**src/rtl/scsi_regcore_pkg.sv**
```systemverilog
package scsi_regcore_pkg;
   localparam int REG_COUNT = 16;
   localparam int IDX_W     = 4;

   localparam logic [IDX_W-1:0] IX_CNT0 = 4'd0;
   localparam logic [IDX_W-1:0] IX_CNT1 = 4'd1;
   localparam logic [IDX_W-1:0] IX_FIFO = 4'd2;
   localparam logic [IDX_W-1:0] IX_CMD  = 4'd3;
   localparam logic [IDX_W-1:0] IX_STAT = 4'd4;
   localparam logic [IDX_W-1:0] IX_INTR = 4'd5;
   localparam logic [IDX_W-1:0] IX_STEP = 4'd6;
   localparam logic [IDX_W-1:0] IX_FLAG = 4'd7;
   localparam logic [IDX_W-1:0] IX_CFG1 = 4'd8;
   localparam logic [IDX_W-1:0] IX_CNT2 = 4'd14;

   localparam int IB_BUSRST = 7;
   localparam int IB_ILLEGAL = 6;
   localparam int IB_DISC   = 5;
   localparam int IB_FDONE  = 3;
   localparam int CFG1_NOREPORT = 6;

   localparam logic [2:0] PH_COMMAND = 3'd2;

   typedef enum logic [3:0] {
      CK_NOP, CK_FLUSH, CK_CHIPRST, CK_BUSRST, CK_MSGACC,
      CK_ATNSET, CK_ATNCLR, CK_SEQ, CK_BAD
   } cmd_kind_e;

   function automatic logic [7:0] wside_reset(int i);
      case (i)
         14:      return 8'h94;
         9:       return 8'h02;
         6:       return 8'h05;
         default: return 8'h00;
      endcase
   endfunction
endpackage

```
**src/rtl/scsi_addr_map.sv**
```systemverilog
module scsi_addr_map #(
   parameter int ADDR_W = 8
) (
   input  logic [ADDR_W-1:0] addr_i,
   input  logic              stride4_i,
   output logic [3:0]        idx_o,
   output logic              hit_o
);
   logic hit_wide, hit_byte;

   if (ADDR_W < 6) begin : g_chk
      $error("scsi_addr_map: ADDR_W must be at least 6");
   end

   if (ADDR_W > 6) begin : g_wide_hi
      assign hit_wide = (addr_i[ADDR_W-1:6] == '0);
   end else begin : g_wide_none
      assign hit_wide = 1'b1;
   end
   assign hit_byte = (addr_i[ADDR_W-1:4] == '0);

   assign idx_o = stride4_i ? addr_i[5:2] : addr_i[3:0];
   assign hit_o = stride4_i ? hit_wide : hit_byte;
endmodule

```
**src/rtl/scsi_cmd_decode.sv**
```systemverilog
module scsi_cmd_decode
   import scsi_regcore_pkg::*;
(
   input  logic [7:0] cmd_i,
   output cmd_kind_e  kind_o,
   output logic       dma_o
);
   assign dma_o = cmd_i[7];

   always_comb begin
      case (cmd_i[6:0])
         7'h00: kind_o = CK_NOP;
         7'h01: kind_o = CK_FLUSH;
         7'h02: kind_o = CK_CHIPRST;
         7'h03: kind_o = CK_BUSRST;
         7'h12: kind_o = CK_MSGACC;
         7'h1A: kind_o = CK_ATNSET;
         7'h1B: kind_o = CK_ATNCLR;
         7'h10, 7'h11, 7'h18,
         7'h41, 7'h42, 7'h43, 7'h44, 7'h46: kind_o = CK_SEQ;
         default: kind_o = CK_BAD;
      endcase
   end
endmodule

```
**src/rtl/scsi_byte_fifo.sv**
```systemverilog
module scsi_byte_fifo #(
   parameter int DEPTH = 16,
   parameter int WIDTH = 8,
   localparam int PTR_W = $clog2(DEPTH),
   localparam int CNT_W = $clog2(DEPTH + 1)
) (
   input  logic             clk,
   input  logic             rst_n,
   input  logic             push_i,
   input  logic             pop_i,
   input  logic             flush_i,
   input  logic [WIDTH-1:0] din_i,
   output logic [WIDTH-1:0] head_o,
   output logic [CNT_W-1:0] count_o
);
   if ((DEPTH < 2) || ((DEPTH & (DEPTH - 1)) != 0)) begin : g_chk
      $error("scsi_byte_fifo: DEPTH must be a power of two >= 2");
   end

   logic [WIDTH-1:0] mem_q [DEPTH];
   logic [PTR_W-1:0] wp_q, rp_q;
   logic [CNT_W-1:0] cnt_q;
   logic             full, empty, do_push, do_pop;

   assign full    = (cnt_q == CNT_W'(DEPTH));
   assign empty   = (cnt_q == '0);
   assign do_push = push_i && !full && !flush_i;
   assign do_pop  = pop_i && !empty && !flush_i;

   always_ff @(posedge clk) begin
      if (do_push) mem_q[wp_q] <= din_i;
   end

   always_ff @(posedge clk or negedge rst_n) begin
      if (!rst_n) begin
         wp_q  <= '0;
         rp_q  <= '0;
         cnt_q <= '0;
      end else if (flush_i) begin
         wp_q  <= '0;
         rp_q  <= '0;
         cnt_q <= '0;
      end else begin
         if (do_push) wp_q <= wp_q + 1'b1;
         if (do_pop)  rp_q <= rp_q + 1'b1;
         if (do_push && !do_pop)      cnt_q <= cnt_q + 1'b1;
         else if (do_pop && !do_push) cnt_q <= cnt_q - 1'b1;
      end
   end

   assign head_o  = empty ? '0 : mem_q[rp_q];
   assign count_o = cnt_q;


   fifo_bound_chk: assert property (@(posedge clk) disable iff (!rst_n)
      cnt_q <= CNT_W'(DEPTH));

   pop_empty_chk: assert property (@(posedge clk) disable iff (!rst_n)
      (pop_i && empty && !push_i && !flush_i) |=> (count_o == '0));

   push_full_chk: assert property (@(posedge clk) disable iff (!rst_n)
      (push_i && full && !pop_i && !flush_i) |=> $stable(count_o));
endmodule

```
**src/rtl/scsi_regcore.sv**
```systemverilog
module scsi_regcore
   import scsi_regcore_pkg::*;
#(
   parameter int         ADDR_W     = 8,
   parameter int         FIFO_DEPTH = 16,
   parameter logic [2:0] OWN_ID     = 3'd7,
   localparam int        FCNT_W     = $clog2(FIFO_DEPTH + 1)
) (
   input  logic              clk,
   input  logic              rst_n,
   input  logic              stride4_i,
   input  logic [ADDR_W-1:0] addr_i,
   input  logic              wr_en_i,
   input  logic              rd_en_i,
   input  logic [7:0]        wdata_i,
   output logic [7:0]        rdata_o,
   output logic              int_o,
   output logic              atn_o,
   output logic              connected_o,
   output logic              seq_req_o,
   output logic [7:0]        seq_cmd_o,
   output logic [2:0]        seq_id_o,
   input  logic              seq_done_i,
   input  logic [2:0]        seq_phase_i,
   input  logic [2:0]        seq_step_i,
   input  logic [7:0]        seq_intr_i,
   input  logic              seq_tc_i
);
   if (FIFO_DEPTH > 31) begin : g_chk
      $error("scsi_regcore: FIFO count must fit the 5-bit flag field");
   end

   logic [IDX_W-1:0] idx;
   logic             hit, wr_hit, rd_hit, cmd_fire, chip_rst, bad_cmd, seq_fire;
   logic             seq_take, intr_clear, dma_cmd;
   cmd_kind_e        kind;
   logic [7:0]       fifo_head;
   logic [FCNT_W-1:0] fifo_cnt;

   logic [7:0]  wo_q [REG_COUNT];
   logic [23:0] cnt_q, cnt_n;
   logic        int_q, int_n, tc_q, tc_n;
   logic [2:0]  phase_q, phase_n, step_q, step_n;
   logic [7:0]  intr_q, intr_n;
   logic        atn_q, atn_n, conn_q, conn_n, busy_q, busy_n;
   logic        req_q, req_n;
   logic [7:0]  rcmd_q, rcmd_n;

   scsi_addr_map #(.ADDR_W(ADDR_W)) u_map (
      .addr_i(addr_i), .stride4_i(stride4_i), .idx_o(idx), .hit_o(hit));

   scsi_cmd_decode u_dec (.cmd_i(wdata_i), .kind_o(kind), .dma_o(dma_cmd));

   assign wr_hit     = wr_en_i && hit;
   assign rd_hit     = rd_en_i && !wr_en_i && hit;
   assign cmd_fire   = wr_hit && (idx == IX_CMD);
   assign chip_rst   = cmd_fire && (kind == CK_CHIPRST);
   assign seq_fire   = cmd_fire && (kind == CK_SEQ) && !busy_q;
   assign bad_cmd    = cmd_fire && ((kind == CK_BAD) || ((kind == CK_SEQ) && busy_q));
   assign seq_take   = seq_done_i && busy_q;
   assign intr_clear = rd_hit && (idx == IX_INTR) && int_q;

   scsi_byte_fifo #(.DEPTH(FIFO_DEPTH), .WIDTH(8)) u_fifo (
      .clk(clk), .rst_n(rst_n),
      .push_i(wr_hit && (idx == IX_FIFO)),
      .pop_i(rd_hit && (idx == IX_FIFO)),
      .flush_i(cmd_fire && ((kind == CK_FLUSH) || (kind == CK_CHIPRST))),
      .din_i(wdata_i), .head_o(fifo_head), .count_o(fifo_cnt));

   // write-side register file
   always_ff @(posedge clk or negedge rst_n) begin
      if (!rst_n) begin
         for (int i = 0; i < REG_COUNT; i++) wo_q[i] <= wside_reset(i);
      end else if (chip_rst) begin
         for (int i = 0; i < REG_COUNT; i++) wo_q[i] <= wside_reset(i);
      end else if (wr_hit && (idx != IX_FIFO)) begin
         wo_q[idx] <= wdata_i;
      end
   end

   // control and read-side state
   always_comb begin
      cnt_n   = cnt_q;
      int_n   = int_q;
      tc_n    = tc_q;
      phase_n = phase_q;
      step_n  = step_q;
      intr_n  = intr_q;
      atn_n   = atn_q;
      conn_n  = conn_q;
      busy_n  = busy_q;
      req_n   = 1'b0;
      rcmd_n  = rcmd_q;
      if (cmd_fire) begin
         intr_n[IB_BUSRST] = 1'b0;
         if (dma_cmd) begin
            cnt_n = {wo_q[IX_CNT2], wo_q[IX_CNT1], wo_q[IX_CNT0]};
            tc_n  = 1'b0;
         end
         case (kind)
            CK_BUSRST: begin
               intr_n[IB_BUSRST] = 1'b1;
               intr_n[IB_FDONE]  = 1'b1;
               if (!wo_q[IX_CFG1][CFG1_NOREPORT]) int_n = 1'b1;
               conn_n = 1'b0;
            end
            CK_MSGACC: begin
               intr_n[IB_DISC] = 1'b1;
               int_n  = 1'b1;
               step_n = 3'd4;
               conn_n = 1'b0;
            end
            CK_ATNSET: atn_n = 1'b1;
            CK_ATNCLR: atn_n = 1'b0;
            CK_SEQ: begin
               if (!busy_q) begin
                  busy_n = 1'b1;
                  req_n  = 1'b1;
                  rcmd_n = wdata_i;
               end
            end
            default: ;
         endcase
         if (bad_cmd) begin
            intr_n[IB_ILLEGAL] = 1'b1;
            int_n = 1'b1;
         end
      end
      if (intr_clear) begin
         intr_n  = '0;
         step_n  = '0;
         int_n   = 1'b0;
         tc_n    = 1'b0;
         phase_n = PH_COMMAND;
      end
      if (seq_take) begin
         busy_n  = 1'b0;
         phase_n = seq_phase_i;
         step_n  = seq_step_i;
         intr_n  = intr_n | seq_intr_i;
         int_n   = 1'b1;
         conn_n  = !seq_intr_i[IB_DISC];
         if (seq_tc_i) begin
            tc_n  = 1'b1;
            cnt_n = '0;
         end
      end
      if (chip_rst) begin
         cnt_n   = {wside_reset(14), 16'h0000};
         int_n   = 1'b0;
         tc_n    = 1'b0;
         phase_n = '0;
         step_n  = '0;
         intr_n  = '0;
         atn_n   = 1'b0;
         conn_n  = 1'b0;
         busy_n  = 1'b0;
      end
   end

   always_ff @(posedge clk or negedge rst_n) begin
      if (!rst_n) begin
         cnt_q   <= {wside_reset(14), 16'h0000};
         int_q   <= 1'b0;
         tc_q    <= 1'b0;
         phase_q <= '0;
         step_q  <= '0;
         intr_q  <= '0;
         atn_q   <= 1'b0;
         conn_q  <= 1'b0;
         busy_q  <= 1'b0;
         req_q   <= 1'b0;
         rcmd_q  <= '0;
      end else begin
         cnt_q   <= cnt_n;
         int_q   <= int_n;
         tc_q    <= tc_n;
         phase_q <= phase_n;
         step_q  <= step_n;
         intr_q  <= intr_n;
         atn_q   <= atn_n;
         conn_q  <= conn_n;
         busy_q  <= busy_n;
         req_q   <= req_n;
         rcmd_q  <= rcmd_n;
      end
   end

   // read-side mux
   always_comb begin
      rdata_o = '0;
      if (rd_hit) begin
         case (idx)
            IX_CNT0: rdata_o = cnt_q[7:0];
            IX_CNT1: rdata_o = cnt_q[15:8];
            IX_CNT2: rdata_o = cnt_q[23:16];
            IX_FIFO: rdata_o = fifo_head;
            IX_STAT: rdata_o = {int_q, 2'b00, tc_q, 1'b0, phase_q};
            IX_INTR: rdata_o = intr_q;
            IX_STEP: rdata_o = {5'b00000, step_q};
            IX_FLAG: rdata_o = {step_q, 5'(fifo_cnt)};
            IX_CFG1: rdata_o = {wo_q[IX_CFG1][7:3], OWN_ID};
            4'd3, 4'd9, 4'd10, 4'd11, 4'd12: rdata_o = wo_q[idx];
            default: rdata_o = '0;
         endcase
      end
   end

   assign int_o       = int_q;
   assign atn_o       = atn_q;
   assign connected_o = conn_q;
   assign seq_req_o   = req_q;
   assign seq_cmd_o   = rcmd_q;
   assign seq_id_o    = wo_q[IX_STAT][2:0];


   intr_clear_chk: assert property (@(posedge clk) disable iff (!rst_n)
      (rd_en_i && !wr_en_i && hit && idx == IX_INTR && int_o && !seq_take)
      |=> (!int_o && phase_q == PH_COMMAND && intr_q == '0));

   dma_tc_chk: assert property (@(posedge clk) disable iff (!rst_n)
      (cmd_fire && wdata_i[7] && !seq_take) |=> !tc_q);

   illegal_chk: assert property (@(posedge clk) disable iff (!rst_n)
      bad_cmd |=> (int_o && intr_q[IB_ILLEGAL]));

   single_req_chk: assert property (@(posedge clk) disable iff (!rst_n)
      seq_req_o |=> !seq_req_o);

   busrst_chk: assert property (@(posedge clk) disable iff (!rst_n)
      (cmd_fire && kind == CK_BUSRST && !seq_take) |=> (!connected_o && intr_q[IB_BUSRST]));
endmodule

```
**config.mk**
```make
export PLATFORM = sky130hd
export DESIGN_NAME = scsi_regcore
export DESIGN_NICKNAME = d
export VERILOG_FILES = /design/src/rtl/scsi_regcore_pkg.sv /design/src/rtl/scsi_addr_map.sv /design/src/rtl/scsi_cmd_decode.sv /design/src/rtl/scsi_byte_fifo.sv /design/src/rtl/scsi_regcore.sv
export SDC_FILE = /design/constraint.sdc
export NUM_CORES = 1
export LEC_CHECK = 0
export ABC_AREA = 1
export BUFFER_PORTS_ARGS = -buffer_cell sky130_fd_sc_hd__buf_2
export CAP_MARGIN = 20
export CORE_MARGIN = 2
export CORE_UTILIZATION = 30
export DETAILED_ROUTE_END_ITERATION = 16
export PLACE_DENSITY_LB_ADDON = 0.05
export SYNTH_ARGS = -nofsm -noshare
export SYNTH_HDL_FRONTEND = slang
export SYNTH_SLANG_ARGS = --single-unit
```
**constraint.sdc**
```tcl
create_clock -name clk -period 7.85 [get_ports clk]
set_clock_uncertainty 0.1 [all_clocks]
set_input_delay 1.57 -clock clk [delete_from_list [all_inputs] [get_ports clk]]
set_output_delay 1.57 -clock clk [all_outputs]
set_load 0.005 [all_outputs]
```
# After elaboration in Yosys (flattened, before gate mapping)
# Memories as Yosys holds them, arrays and structs flattened.
# Cells that the tools add are included.
# word_totals
n_memories	1
mem_bits_rw	128
word_cells	207
regBits	193
out_inout_bits	23
# mem_list
name	words	word_bits	read_ports	rd_ports_with_merged_regs	wr	line	rtl
u_fifo.mem_q	16	8	1	0	1	scsi_byte_fifo.sv:20	logic [WIDTH-1:0] mem_q [DEPTH];
# classes
order_cmp	2
n_bitwise	3
n_mux	72
reduce_logical	57
addsub	4
n_eq_ne	38
# op_table
operator	count
$mux W128	2
$bwmux W128	1
$mux W24	5
$pmux W8 S10	1
$mux W8	8
$eq A7 B5 Y1 const B	6
$eq A7 B7 Y1 const B	5
$mux W1	33
$bmux W8 S4	1
$demux W8 S4	1
$eq A4 B3 Y1 const B	8
$pmux W4 S8	1
$eq A4 B4 Y1 const B	7
$mux W3	9
$logic_and A1 B1 Y1	21
$mux W4	5
$reduce_bool A3 Y1	6
$eq A4 B2 Y1 const B	4
$mux W5	3
$eq A7 B2 Y1 const B	2
$add A4 B1 Y4 const B	2
$eq A4 B1 Y1 const B	2
$logic_not A4 Y1	2
$or A8 B8 Y8	1
24 further kinds	40

# Logic depth before layout (Yosys ltp)
# Gate-level depths: netlist (run 1).
# depth
depth_word	13
mapped_depth	18

# By module
# A second synthesis (run 1) with hierarchy kept.
# unflattened
hier_cells	1788
hier_area_um2	15407.3
# modules_own_cells
module	cells_per_inst	seq_area_each_um2	area_each_um2	instances
scsi_regcore	1177	4515.6	9027.4	1
scsi_byte_fifo	565	4169.0	6118.4	1
scsi_cmd_decode	31	0.0	182.7	1
scsi_addr_map	15	0.0	78.8	1

# Least setup slack after synthesis (run 1)
# No wires, ideal clock.
# synth_timing
path_kind	input -> output
start	in stride4_i
end	out rdata_o[6]
cell_stages	14
arrival_time_ns	2.854
slack_ns	3.326
path_buffers	3
required_time_ns	6.180
cell_sequence	buf_6 > inv_4 > nand2_1 > nand2_2 > buf_4 > nand2_2 > buf_4 > nor2_4 > nand2_1 > o21ai_0 > nor2_1 > nand3b_1 > nor2_1 > nor2_1
# synth_via
elab_chain_len	7
elab_cells_between_ends	24
# synth_rtl
item	line	rtl
start, declared	scsi_regcore.sv:11	input logic stride4_i,
$mux W4	scsi_addr_map.sv:22	assign idx_o = stride4_i ? addr_i[5:2] : addr_i[3:0];
$not A4 Y5 (implied by the code)	scsi_regcore.sv:203	4'd3, 4'd9, 4'd10, 4'd11, 4'd12: rdata_o = wo_q[idx];
$bmux W8 S4	scsi_regcore.sv:203	
$mux W8 (implied by the code) (2 in series)	scsi_regcore.sv:203	
$pmux W8 S10	scsi_regcore.sv:193	case (idx)
$mux W8 (*)	scsi_regcore.sv:192	if (rd_hit) begin
end, declared	scsi_regcore.sv:16	output logic [7:0] rdata_o,
# Every way passes the cells marked *; elsewhere a longest branch is shown, timed or not. The select of a mux whose other input is x is not followed.

# Worst setup path in the final report (run 1)
# layout_timing
start	in stride4_i
end	out rdata_o[7]
# Same word-level chain as after synthesis.

==> impl_metrics.env, run 1 <==
export IMPL_wl_mm=46.6
export IMPL_worst_ep_required_time_ns=6.18
export IMPL_holdPathEnd="wo_q[104]"
export IMPL_critPathMaxStageDelay_ns=0.88
export IMPL_fp_dieH_um=217
export IMPL_max_freq_mhz=177
export IMPL_grt_util_all_layers_pct=20.1
export IMPL_min_from="wo_q[104]"
export IMPL_ff2ff_setup_slack_ns=4.55
export IMPL_dpl_hpwl_mm=31.2
export IMPL_r2r_cells=14
export IMPL_synth_area_top_cells="dfrtp_1 29%, edfxtp_1 28%, nand2_1 9.9%"
export IMPL_nNetsFinal=1601
export IMPL_syn_avg_cell_area_um2=9.01
export IMPL_path_clk_slew_ns=0.06
export IMPL_postSynthCellCount=1517
export IMPL_die_w_um=217
export IMPL_outcome="completed"
export IMPL_critical_path_most_common_cell="nor2_1"
export IMPL_setup_ws_ns=2.19
export IMPL_hold_depth=2
export IMPL_clk_latency_ns=0.56
export IMPL_rsz0062_at_grt="false"
export IMPL_post_cts_buffers=0
export IMPL_setup_viol_count_final=0
export IMPL_grt_pass1_vias=10600
export IMPL_peakVddDrop_v=0.000137
export IMPL_ys_seq_elements=292
export IMPL_syn_cell_area_um2=13700
export IMPL_drive_gt1_share_pct=12.3
export IMPL_mostFrequentLayoutCells="361 x nand2_1, 185 x nor2_1, 156 x dfrtp_1"
export IMPL_cap_violations=0
export IMPL_yosysWarnings=0
export IMPL_p_total_uw=3980
export IMPL_nFillCells=4730
export IMPL_portBuffers=59
export IMPL_grt_max_degree=73
export IMPL_row_count=78
export IMPL_seqCellArea_um2=7960
export IMPL_crit_fanout=22
export IMPL_worst_pin_slew_ns=1.09
export IMPL_synth_nets=1565
export IMPL_power_density_nw_per_um2=254
export IMPL_path_cells="buf_2 -> inv_4 -> nand2_1 -> nand2_2 -> nor2_2 -> nand2_2 -> o21ai_0 -> nor2_1 -> nand3_1 -> nor2_1 -> nor2_1 -> buf_2"
export IMPL_post_place_ws_ns=2.24
export IMPL_ioPinCount=60
export IMPL_synth_ff_type="dfrtp_1"
export IMPL_avgViaCountPerCell=4.90
export IMPL_placed_area_um2=14400
export IMPL_cts_buffers=38
export IMPL_dr_pass1_iters=5
export IMPL_ys_seq_area_share_pct=58.2
export IMPL_critPathLaunchType="input port"
export IMPL_maxSlewHeadroom_pct=27.2
export IMPL_cp_slowest_cell="nor2_2"
export IMPL_arrival_ns=3.99
export IMPL_crit_type="in -> out"
export IMPL_rr_startpoint="u_fifo.count_o[0]"
export IMPL_cts_buffer_depth=3
export IMPL_grt_first_pass_wirelength_mm=70.4
export IMPL_cts_tree="built"
export IMPL_slew_violations=0
export IMPL_dieArea_um2=47300
export IMPL_postCtsHoldBufs=0
export IMPL_crit_buf_inv=3
export IMPL_synth_largest_area_cell="dfrtp_1"
export IMPL_initial_core_util_pct=30.2
export IMPL_period_share_pct=72.1
export IMPL_hold_viol_final=0
export IMPL_cts_sinks=292
export IMPL_cp_end_kind="primary output"
export IMPL_cts_root_buf="clkbuf_16"
export IMPL_antenna_cells=0
export IMPL_wl_per_cell_um=21.3
export IMPL_yosysTopAreaCellShare_pct=28.7
export IMPL_drc=0
export IMPL_fin_tns_setup_ns=0
export IMPL_place_congestion=0.852
export IMPL_synth_edff_count=128
export IMPL_async_flop_share_pct=56.2
export IMPL_layout_commonest_cell="nand2_1"
export IMPL_multiInputGateArea_um2=4840
export IMPL_fin_crit_ns=5.66
export IMPL_htreeDepth=2
export IMPL_ys_types=45
export IMPL_drt_iter0_markers=770
export IMPL_ant_nets=0
export IMPL_p_leak_uw=0.00691
export IMPL_overflow=0
export IMPL_antenna_found_initial=0
export IMPL_postLayoutCellArea_um2=15700
export IMPL_hp_class="reg -> reg"
export IMPL_area_delta_synth_final_pct=14.7
export IMPL_path_delay_family="simple AND/OR/NAND/NOR gates"
export IMPL_vias=10700
export IMPL_worstReg2RegEnd="u_fifo.count_o[4]"
export IMPL_fp_coreArea_um2=45200
export IMPL_cts_resized=0
-- worst reg2reg max path, delay by kind of cell (launching register included) --
kind / cells / cell delay, ns
adder cells (fa/ha/maj): 2 / 0.60
XOR/XNOR: 1 / 0.15
flip-flops: 1 / 0.41
AO/OA/AOI/OAI: 2 / 0.24
AND/OR/NAND/NOR: 7 / 1.41
buffers and inverters: 2 / 0.30
-- synthesized netlist by cell type, drive strengths merged (7+ instances only) --
master,n
a21oi,54
buf,45
nor2,199
inv,130
o21ai,152
nand2,380
nand3,104
clkbuf,28
o211ai,18
o22ai,58
dfrtp,157
nand4,11
ha,10
edfxtp,128
dfstp,7
-- through the flow --
stage | hold slack [ns] | instances | util, %
finish | 0.365 | 2181 | 34.7
global route | 0.401 | 2181 | 34.7
CTS | 0.367 | 2181 | 34.7
detailed placement | 0.353 | 2113 | 31.9
global placement | 0.352 | 2113 | 31.9
floorplan | 0.331 | 1517 | -
-- registers in the layout, indices dropped and copies added (netlist names) --
| name | cells |
|---|---|
| tc_q | 1 |
| seq_req_o | 1 |
| wo_q | 96 |
| atn_o | 1 |
| u_fifo.rp_q | 4 |
| cnt_q | 24 |
| seq_id_o | 3 |
| seq_cmd_o | 8 |
| int_o | 1 |
| u_fifo.wp_q | 4 |
| busy_q | 1 |
| intr_q | 8 |
| step_q | 3 |
| connected_o | 1 |
| u_fifo.count_o | 5 |
| u_fifo.mem_q | 128 |
| phase_q | 3 |
-- per-layer routing --
| metal | part of all wire (%) | routed length, µm | GRT usage, % |
|---|---|---|---|
| met4 | 2.5 | 1170 | 5.66 |
| met1 | 51 | 23800 | 30.4 |
| met3 | 4.1 | 1920 | 3.31 |
| met5 | 0 | 0 | 0 |
| met2 | 42 | 19700 | 29.4 |
-- cell families (layout without fill, tap and decap cells) --
group	count (synthesis)	after routing	share of synthesized area [%]
buf+inv	207	271	6.39
fa+ha+maj	11	11	1.06
xor+xnor	8	8	0.513
compound gates	286	286	11.5
simple gates	713	713	22.3
flops	292	292	58.2
-- area by class of cell --
type	count	share of cell area, %
multi-input cells	1018	30.8
well taps	600	4.79
clock buffers	47	6.41
inverters	134	3.24
clock inverters	21	1.58
repair buffers	69	2.40
flip-flops and latches	292	50.7
-- power by group --
part / total (µW) / switching (µW) / leakage, µW / internal [µW]
sequential: 1760 / 58.6 / 0.00313 / 1700
clock: 1770 / 695 / 0.000618 / 1080
combinational: 449 / 318 / 0.00316 / 131
total: 3980 / 1070 / 0.00691 / 2900
-- worst max-delay path by stage --
| stage | startpoint | endpoint | slack, ns | depth (start not counted) |
|---|---|---|---|---|
| after floorplan | stride4_i | rdata_o[6] | 3.33 | 14 |
| after global placement | stride4_i | rdata_o[5] | 2.33 | 13 |
| after detailed placement | stride4_i | rdata_o[7] | 2.24 | 12 |
| after CTS | stride4_i | rdata_o[7] | 2.23 | 12 |
| after global routing | stride4_i | rdata_o[1] | 1.98 | 14 |
| final | stride4_i | rdata_o[7] | 2.19 | 12 |
No activity file was read; power rests on OpenSTA's default activity.
==> inputs of run 2 (changes only) <==
Clock period 7.85 ns to 5.1 ns, I/O delays scaled along.
==> impl_metrics.env, run 2 (same netlist as run 1, synthesis figures left out) <==
export IMPL_crit_type="in -> out"
export IMPL_clk_latency_ns=0.56
export IMPL_drt_iter0_markers=782
export IMPL_dr_pass1_iters=5
export IMPL_cts_root_buf="clkbuf_16"
export IMPL_grt_pass1_vias=10400
export IMPL_period_share_pct=88.2
export IMPL_wl_mm=48.3
export IMPL_top_regs="u_fifo.mem_q x128, wo_q x96, cnt_q x24"
export IMPL_p_leak_uw=0.00696
export IMPL_r2r_cells=14
export IMPL_mostFrequentLayoutCells="361 x nand2_1, 185 x nor2_1, 156 x dfrtp_1"
export IMPL_worst_ep_required_time_ns=3.98
export IMPL_nNetsFinal=1621
export IMPL_path_cells="buf_2 -> inv_4 -> nand2_1 -> nand2_2 -> nor2_2 -> nand2_1 -> inv_1 -> nand2_1 -> nand2_1 -> nor2_1 -> nand3_1 -> nor2_1 -> nor2_1 -> buf_2"
export IMPL_cap_violations=0
export IMPL_layout_commonest_cell="nand2_1"
export IMPL_utilization_pct=34.8
export IMPL_arrival_ns=3.38
export IMPL_htreeDepth=2
export IMPL_wl_per_cell_um=22.0
export IMPL_crit_fanout=13
export IMPL_path_clk_slew_ns=0.06
export IMPL_initial_core_util_pct=30.2
export IMPL_dpl_hpwl_mm=33.0
export IMPL_grt_max_degree=85
export IMPL_multiInputGateArea_um2=4840
export IMPL_setup_ws_ns=0.600
export IMPL_antenna_found_initial=0
export IMPL_critPathMaxStageDelay_ns=0.62
export IMPL_min_from="wo_q[104]"
export IMPL_ant_nets=0
export IMPL_cts_sinks=292
export IMPL_critical_path_most_common_cell="nand2_1"
export IMPL_max_freq_mhz=222
export IMPL_ff2ff_setup_slack_ns=1.88
export IMPL_portBuffers=59
export IMPL_p_total_uw=5940
export IMPL_grt_util_all_layers_pct=20.7
export IMPL_holdPathEnd="wo_q[104]"
export IMPL_maxSlewHeadroom_pct=40.3
export IMPL_postCtsHoldBufs=0
export IMPL_drc=0
export IMPL_slew_violations=0
export IMPL_seqCellArea_um2=7960
export IMPL_max_flop_register="u_fifo.mem_q"
export IMPL_ioPinCount=60
export IMPL_die_w_um=217
export IMPL_dieArea_um2=47300
export IMPL_grt_first_pass_wirelength_mm=71.4
export IMPL_worst_pin_slew_ns=0.895
export IMPL_outcome="completed"
export IMPL_row_count=78
export IMPL_post_cts_buffers=0
export IMPL_post_place_ws_ns=0.610
export IMPL_hold_depth=2
export IMPL_crit_buf_inv=4
export IMPL_cp_end_kind="primary output"
export IMPL_path_delay_family="simple AND/OR/NAND/NOR gates"
export IMPL_overflow=0
export IMPL_vias=10700
export IMPL_critPathLaunchType="input port"
export IMPL_area_delta_synth_final_pct=15.2
export IMPL_hold_viol_final=0
export IMPL_nFillCells=4708
export IMPL_fp_dieH_um=217
export IMPL_peakVddDrop_v=0.000178
export IMPL_setup_viol_count_final=0
export IMPL_place_congestion=0.856
export IMPL_largest_reg_flops=128
export IMPL_worstReg2RegEnd="u_fifo.count_o[4]"
export IMPL_fp_coreArea_um2=45200
export IMPL_fin_crit_ns=4.50
export IMPL_rr_startpoint="u_fifo.count_o[0]"
export IMPL_fin_tns_setup_ns=0
export IMPL_cp_slowest_cell="nor2_2"
export IMPL_power_density_nw_per_um2=378
export IMPL_hp_class="reg -> reg"
export IMPL_avgViaCountPerCell=4.89
export IMPL_drive_gt1_share_pct=12.8
export IMPL_cts_tree="built"
export IMPL_cts_buffer_depth=3
export IMPL_cts_resized=0
export IMPL_rsz0062_at_grt="false"
export IMPL_cts_buffers=37
run 2: metal layers:
| layer | vias to the layer above | routed length, µm | track usage, % |
|---|---|---|---|
| met5 | - | 0 | 0 |
| met4 | 0 | 843 | 4.68 |
| met3 | 56 | 2160 | 3.67 |
| met2 | 220 | 21100 | 30.6 |
| met1 | 5293 | 24200 | 31.4 |
| li1 | 5178 | - | - |
run 2: where the power goes:
group / switching [µW] / internal [µW] / leakage, µW
Clock: 1030 / 1510 / 0.000555
Combinational: 504 / 207 / 0.00327
Sequential: 85.3 / 2610 / 0.00313
Total: 1610 / 4330 / 0.00696
run 2: cell type report:
class / count / area share, %
Antenna cell: 2 / 0.0318
Clock buffer: 54 / 6.61
Clock inverter: 8 / 0.628
Inverter: 134 / 3.23
Multi-Input combinational cell: 1018 / 30.7
Sequential cell: 292 / 50.5
Tap cell: 600 / 4.77
Timing Repair Buffer: 90 / 3.47
run 2: per-stage QoR:
stage	hold WS [ns]	cells	area, µm²
after global placement	0.350	2134	14600
after CTS	0.367	2196	15700
final	0.369	2198	15700
after detailed placement	0.351	2134	14600
after global routing	0.382	2196	15700
after floorplan	0.331	1517	13700
run 2: worst min-delay path, stage by stage, from the launching register on:
cell and delay, ns:
dfrtp_1 0.34, nand2_1 0.05, inv_1 0.04
run 2: worst max-delay path by stage:
stage               depth (start not counted)                 to  slack (ns)  startpoint
global placement                           11         rdata_o[3]        0.58   stride4_i
finish                                     14         rdata_o[7]        0.60   stride4_i
CTS                                        14         rdata_o[7]        0.61   stride4_i
global route                               14         rdata_o[7]        0.39   stride4_i
floorplan                                  17  u_fifo.count_o[4]        1.63   stride4_i
detailed placement                         14         rdata_o[7]        0.61   stride4_i
